$ cat config.mk
export PLATFORM = sky130hd
export DESIGN_NAME = rx_dst_filter
export DESIGN_NICKNAME = d
export VERILOG_FILES = /design/src/rtl/dafilt_pkg.sv /design/src/rtl/dafilt_feed.sv /design/src/rtl/dafilt_crc.sv /design/src/rtl/dafilt_cmp.sv /design/src/rtl/rx_dst_filter.sv
export SDC_FILE = /design/constraint.sdc
export NUM_CORES = 1
export LEC_CHECK = 0
export ABC_AREA = 1
export BUFFER_PORTS_ARGS = -buffer_cell sky130_fd_sc_hd__buf_2
export CORE_UTILIZATION = 40
export DETAILED_ROUTE_END_ITERATION = 7
export SYNTH_ARGS = -nofsm -noshare
export SYNTH_HDL_FRONTEND = slang
export SYNTH_SLANG_ARGS = --single-unit
$ cat constraint.sdc
create_clock -name clk -period 16.4 [get_ports clk]
set_input_delay 3.28 -clock clk [delete_from_list [all_inputs] [get_ports clk]]
set_output_delay 3.28 -clock clk [all_outputs]
set_load 0.01 [all_outputs]
$ cat src/rtl/dafilt_pkg.sv
package dafilt_pkg;
  localparam int CRC_W = 32;
  localparam logic [CRC_W-1:0] CRC_POLY = 32'hEDB88320;
  localparam logic [CRC_W-1:0] CRC_SEED = 32'hFFFFFFFF;

  // one reflected CRC-32 update for a single wire bit
  function automatic logic [CRC_W-1:0] crc_bit(input logic [CRC_W-1:0] c, input logic d);
    logic fb;
    fb = c[0] ^ d;
    crc_bit = fb ? ((c >> 1) ^ CRC_POLY) : (c >> 1);
  endfunction
endpackage

$ cat src/rtl/dafilt_feed.sv
module dafilt_feed #(
  parameter int ADDR_W = 48,
  parameter int BYTE_W = 8,
  parameter int CNT_W  = 6,
  parameter int NB_W   = 4
) (
  input  logic              clk,
  input  logic              rst,
  input  logic              sof_i,
  input  logic              ser_vld_i,
  input  logic              ser_bit_i,
  input  logic              byt_vld_i,
  input  logic [BYTE_W-1:0] byt_data_i,
  output logic [CNT_W-1:0]  pos_o,
  output logic [NB_W-1:0]   nbits_o,
  output logic [BYTE_W-1:0] dvec_o,
  output logic              fresh_o,
  output logic              last_o
);
  logic             armed_q;
  logic [CNT_W-1:0] cnt_q;
  logic [CNT_W-1:0] base, avail;
  logic             live;

  always_comb begin
    base    = sof_i ? '0 : cnt_q;
    live    = sof_i | armed_q;
    avail   = CNT_W'(ADDR_W) - base;
    fresh_o = sof_i;
    pos_o   = base;
    dvec_o  = byt_vld_i ? byt_data_i : {{(BYTE_W-1){1'b0}}, ser_bit_i};
    if (!live)
      nbits_o = '0;
    else if (byt_vld_i)
      nbits_o = (avail >= CNT_W'(BYTE_W)) ? NB_W'(BYTE_W) : NB_W'(avail);
    else if (ser_vld_i)
      nbits_o = (avail != '0) ? NB_W'(1) : '0;
    else
      nbits_o = '0;
    last_o = (nbits_o != '0) && ((base + CNT_W'(nbits_o)) == CNT_W'(ADDR_W));
  end

  always_ff @(posedge clk) begin
    if (rst) begin
      armed_q <= 1'b0;
      cnt_q   <= '0;
    end else begin
      armed_q <= live & ~last_o;
      if (nbits_o != '0)
        cnt_q <= base + CNT_W'(nbits_o);
      else if (sof_i)
        cnt_q <= '0;
    end
  end

  AST_CNT_BOUND: assert property (@(posedge clk) disable iff (rst)
    cnt_q <= CNT_W'(ADDR_W));
  AST_IDLE_NO_LAST: assert property (@(posedge clk) disable iff (rst)
    (!armed_q && !sof_i) |-> !last_o);
endmodule

$ cat src/rtl/dafilt_crc.sv
module dafilt_crc
  import dafilt_pkg::*;
#(
  parameter int BYTE_W = 8,
  parameter int NB_W   = 4,
  parameter int HIDX_W = 6
) (
  input  logic              clk,
  input  logic              rst,
  input  logic              fresh_i,
  input  logic [NB_W-1:0]   nbits_i,
  input  logic [BYTE_W-1:0] dvec_i,
  output logic [HIDX_W-1:0] idx_nxt_o
);
  logic [CRC_W-1:0] crc_q, crc_d;

  always_comb begin
    crc_d = fresh_i ? CRC_SEED : crc_q;
    for (int i = 0; i < BYTE_W; i++) begin
      if (NB_W'(i) < nbits_i)
        crc_d = crc_bit(crc_d, dvec_i[i]);
    end
    idx_nxt_o = crc_d[CRC_W-1 -: HIDX_W];
  end

  always_ff @(posedge clk) begin
    if (rst) crc_q <= CRC_SEED;
    else     crc_q <= crc_d;
  end
endmodule

$ cat src/rtl/dafilt_cmp.sv
module dafilt_cmp #(
  parameter int ADDR_W = 48,
  parameter int BYTE_W = 8,
  parameter int CNT_W  = 6,
  parameter int NB_W   = 4
) (
  input  logic              clk,
  input  logic              rst,
  input  logic              fresh_i,
  input  logic [CNT_W-1:0]  pos_i,
  input  logic [NB_W-1:0]   nbits_i,
  input  logic [BYTE_W-1:0] dvec_i,
  input  logic [ADDR_W-1:0] sta_addr_i,
  output logic              hit_nxt_o,
  output logic              grp_nxt_o,
  output logic              ones_nxt_o,
  output logic              grp_q_o,
  output logic              ones_q_o
);
  logic hit_q, grp_q, ones_q;

  always_comb begin
    logic [CNT_W-1:0] idx;
    idx        = '0;
    hit_nxt_o  = fresh_i ? 1'b1 : hit_q;
    grp_nxt_o  = fresh_i ? 1'b0 : grp_q;
    ones_nxt_o = fresh_i ? 1'b1 : ones_q;
    for (int i = 0; i < BYTE_W; i++) begin
      if (NB_W'(i) < nbits_i) begin
        idx = pos_i + CNT_W'(i);
        if (dvec_i[i] != sta_addr_i[idx]) hit_nxt_o = 1'b0;
        if (!dvec_i[i]) ones_nxt_o = 1'b0;
        if (idx == '0) grp_nxt_o = dvec_i[i];
      end
    end
  end

  always_ff @(posedge clk) begin
    if (rst) begin
      hit_q  <= 1'b1;
      grp_q  <= 1'b0;
      ones_q <= 1'b1;
    end else begin
      hit_q  <= hit_nxt_o;
      grp_q  <= grp_nxt_o;
      ones_q <= ones_nxt_o;
    end
  end

  assign grp_q_o  = grp_q;
  assign ones_q_o = ones_q;
endmodule

$ cat src/rtl/rx_dst_filter.sv
module rx_dst_filter #(
  parameter int ADDR_W = 48,
  parameter int HASH_W = 64,
  parameter int BYTE_W = 8
) (
  input  logic              clk,
  input  logic              rst,
  input  logic              sof_i,
  input  logic              ser_vld_i,
  input  logic              ser_bit_i,
  input  logic              byt_vld_i,
  input  logic [BYTE_W-1:0] byt_data_i,
  input  logic [ADDR_W-1:0] sta_addr_i,
  input  logic [HASH_W-1:0] hash_tbl_i,
  input  logic              bcast_dis_i,
  input  logic              promisc_i,
  output logic              done_o,
  output logic              accept_o
);
  localparam int CNT_W  = $clog2(ADDR_W + 1);
  localparam int NB_W   = $clog2(BYTE_W + 1);
  localparam int HIDX_W = $clog2(HASH_W);

  logic [CNT_W-1:0]  pos;
  logic [NB_W-1:0]   nbits;
  logic [BYTE_W-1:0] dvec;
  logic              fresh, last;
  logic [HIDX_W-1:0] hidx;
  logic              hit_nxt, grp_nxt, ones_nxt, grp_q, ones_q;
  logic              verdict;

  dafilt_feed #(.ADDR_W(ADDR_W), .BYTE_W(BYTE_W), .CNT_W(CNT_W), .NB_W(NB_W)) u_feed (
    .clk(clk), .rst(rst), .sof_i(sof_i), .ser_vld_i(ser_vld_i), .ser_bit_i(ser_bit_i),
    .byt_vld_i(byt_vld_i), .byt_data_i(byt_data_i), .pos_o(pos), .nbits_o(nbits),
    .dvec_o(dvec), .fresh_o(fresh), .last_o(last));

  dafilt_crc #(.BYTE_W(BYTE_W), .NB_W(NB_W), .HIDX_W(HIDX_W)) u_crc (
    .clk(clk), .rst(rst), .fresh_i(fresh), .nbits_i(nbits), .dvec_i(dvec),
    .idx_nxt_o(hidx));

  dafilt_cmp #(.ADDR_W(ADDR_W), .BYTE_W(BYTE_W), .CNT_W(CNT_W), .NB_W(NB_W)) u_cmp (
    .clk(clk), .rst(rst), .fresh_i(fresh), .pos_i(pos), .nbits_i(nbits), .dvec_i(dvec),
    .sta_addr_i(sta_addr_i), .hit_nxt_o(hit_nxt), .grp_nxt_o(grp_nxt),
    .ones_nxt_o(ones_nxt), .grp_q_o(grp_q), .ones_q_o(ones_q));

  // priority: promiscuous, broadcast, group hash, individual match
  always_comb begin
    if (promisc_i)     verdict = 1'b1;
    else if (ones_nxt) verdict = ~bcast_dis_i;
    else if (grp_nxt)  verdict = hash_tbl_i[hidx];
    else               verdict = hit_nxt;
  end

  always_ff @(posedge clk) begin
    if (rst) begin
      done_o   <= 1'b0;
      accept_o <= 1'b0;
    end else begin
      done_o <= last;
      if (last) accept_o <= verdict;
    end
  end

  AST_DONE_SINGLE: assert property (@(posedge clk) disable iff (rst)
    done_o |=> !done_o);
  AST_ACCEPT_HOLD: assert property (@(posedge clk) disable iff (rst)
    !done_o |-> $stable(accept_o));
  AST_PROMISC_TAKES: assert property (@(posedge clk) disable iff (rst)
    (done_o && $past(promisc_i)) |-> accept_o);
  AST_BCAST_BLOCK: assert property (@(posedge clk) disable iff (rst)
    (done_o && ones_q && $past(bcast_dis_i && !promisc_i)) |-> !accept_o);
  AST_ZERO_HASH: assert property (@(posedge clk) disable iff (rst)
    (done_o && grp_q && !ones_q && $past(hash_tbl_i == '0 && !promisc_i)) |-> !accept_o);
endmodule

==> results.md <==
* Post-synth top area cell: nand2_1
* Yosys cell types at 57
* Xor/xnor share of the synthesized area at 4.173%
* Initial Util at ~41%
* Syn Area/Cell at about 5.3 sq um
* Pwr Density at around 110 mW/mm^2
* Vias post-DR at between 10000 and 15000
* Die height at 155.7 um
* Post-synth top area share at 22.49%
* Clock skew at approximately 0.0071 ns
* Root Buffer: clkbuf_16
* Class of the worst hold path: reg2reg
* DRT antenna net count at 0
* Max-Cap Viols at 0
* Mux cell area share after synthesis at under 10%
* Largest net degree at the start of global routing at just over 60
* Startpoint Class: primary input
* Syn Nets at 1914
* Kind of critical path: in2reg
* Total GRT Usage at about 30%
* Reg2reg start: u_feed.cnt_q[1]$_SDFF_PP0_
* Max H-tree Level at 2
* Length of the first detailed-routing pass in iterations at 6
* Slew @ Worst Pin at ~1.1 ns
* Setup ws final at between 5 and 6 ns
* FP Rows at 55
* Area contributors post-synth: nand2_1 (22%), o21ai_0 (12%), nand3_1 (10%), dfxtp_1 (9.3%), inv_1 (7.1%)
* Maximum vdd drop at 0.05382 mV
* Remaining global-route overflow at 0
* Core area at 0.02292 sq mm
* DIE WIDTH at around 160 um
* DR vias/cell at approximately 5.6
* Largest family of logic cells by synthesized area: simple AND/OR/NAND/NOR gates
* RSZ-0062 raised after global routing: no
* Max clock buf depth at 2
* Simple-gate share of the synthesized area at roughly 45%
* Fin crit share at between 60% and 70%
* Count of pins over their slew limit at 0
* Sequential share of the synthesized area at 9.326%
* Final std cells w/o fill at about 2100
* Largest driver fanout on the critical path at 44
* Synth Register Bits at 44
* Layout area overhead at 8.902%
* CP Data Arrival Time at 11.34 ns
* Resize count post-CTS at 0
* Synth Instances at around 1800
* Crit path required time at around 17 ns
* I/O pins at 130
* Max frequency at roughly 0.090 GHz
* Dominant synthesized flop cell: dfxtp_1
* Num CTS Buffers at 5
* Status: completed
* Sum Neg Setup Slack at 0 ns
* # diodes at 0
* GP Congestion at approximately 0.97
* Vias in the first global route at 10244
* Slowest Stage Delay on Critical Path at 0.79 ns
* Die ar. at roughly 0.024 sq mm
* Final nets at ~2000
* Leak at between 0.005 and 0.006 uW
* Port buffer count at about 130
* Post-synthesis cell area at roughly 0.0094 sq mm
* Share of cells above drive strength 1 at between 10 and 15%
* Final hold vios at 0
* Clk_lat worst skew at 0.30 ns
* Setup-failing EPs final at 0
* Slew headroom at approximately 28%
* Most common cell in the synthesized netlist: nand2_1
* Hold Path Origin: u_feed.armed_q$_SDFF_PP0_
* Post-CTS Setup Bufs at 0
* Synth Area in Compound Gates at between 20% and 30%
* Post-synth EDFFs at 0
* CP Launch Point: sof_i
* Post-synthesis async set-or-reset flop share at 0%
* DRT iter0 DRCs at between 1000 and 1500
* DRC at 0
* First-pass GRT wire length at 56940 um
* Crit end category: register
* CTS sink cnt at 44
* Warnings, synthesis at 0
* Routed wire length per instance at 17.33 um
* CTS tree: yes
* Min cycle time layout at approximately 11 ns
* Post-Synth Adder-Cell Area at 2.596%
* Pre-CTS setup slack at approximately 5.1 ns
* Initial antenna violation count at 0
* CTS Hold Bufs at 0
* Placed Cells incl. Taps at 2124
* Most used cell along the critical path: nand2_1
* HPWL Detailed at just under 30000 um
* Drt total wl at 36950 um
* Clock-pin slew on the worst setup and hold paths at 0.07 ns
* Commonest cells in the netlist: nand2_1 (566), o21ai_0 (220), nand3_1 (192)
* CP max stage cell: nand2_1
[worst max-delay path: cells and delay by family]
kind / cells / cell delay, ns
fa+ha+maj: 1 / 0.36
compound gates: 1 / 0.10
simple gates: 32 / 5.99
buf+inv: 5 / 1.54
[report_power, final]
part | switching, uW | internal (uW)
combinational | 573 | 252
sequential | 12.8 | 131
clock | 46.9 | 73.5
[layout by cell type (no fill, tap or decap), drive strengths merged, types with 5 or more instances in the layout]
master   synthesis  routed
a221oi           9       9
inv            201     203
nor3             5       5
nand2          587     587
mux2i           19      19
dfxtp           44      44
buf             39     136
ha              18      18
nand3          204     204
o2111ai          8       8
xor2            37      37
o21ai          237     237
or2             15      15
nor2           121     121
nand4           15      15
o211ai          42      42
clkbuf          53       5
a21oi           46      46
xnor2            8       8
o221ai          20      20
o22ai           11      11
[logic make-up (layout without fill, tap and decap cells)]
logic type / Yosys count / after routing
simple gates: 951 / 951
compound gates: 393 / 393
flops: 44 / 44
mux: 19 / 19
xor+xnor: 45 / 45
buf+inv: 296 / 348
fa+ha+maj: 19 / 19
[area by class of cell]
cell class	instances	area [sq um]
tap	313	391.6
clock inverter	3	50.05
sequential	44	880.8
clock buffer	5	125.1
fill	2543	12630
timing repair buffer	136	698.2
inverter	204	779.5
multi-input combinational	1427	7361
[path summary, 6_finish.rpt]
check	to	slack, ns	depth (start not counted)
worst min register to register	u_feed.armed_q$_SDFF_PP0_	0.57	2
worst min-delay path	u_feed.armed_q$_SDFF_PP0_	0.57	2
worst max register to register	accept_o$_SDFFE_PP0P_	8.61	40
worst max-delay path	accept_o$_SDFFE_PP0P_	5.29	39
[registers in the layout, summed over array words and instances (netlist names)]
signal	flops
accept_o	1
u_feed.armed_q	1
u_crc.crc_q	32
u_cmp.hit_q	1
u_cmp.ones_q_o	1
done_o	1
u_feed.cnt_q	6
u_cmp.grp_q_o	1
[per-layer routing]
layer  wire [um]  vias to the layer above  global-route usage (%)
met1       17730                     5380                   45.59
met4         466                        0                   5.089
met3        4126                       40                   6.806
li1            -                     5941                       -
met5           0                        -                       0
met2       14620                      606                   42.60
[metrics by stage]
| stage | hold slack, ns | instance area [sq um] | total power, uW | util [%] |
|---|---|---|---|---|
| global placement | 0.5432 | 10110 | 946.8 | 44.12 |
| CTS | 0.5772 | 10290 | 1068 | 44.89 |
| detailed placement | 0.5576 | 10110 | 945.8 | 44.12 |
| finish | 0.5747 | 10290 | 1089 | 44.89 |
| global route | 0.6135 | 10290 | 1185 | 44.89 |
| floorplan | 0.5246 | 9445 | 751.3 | - |
(Power assumes the default switching activity.)
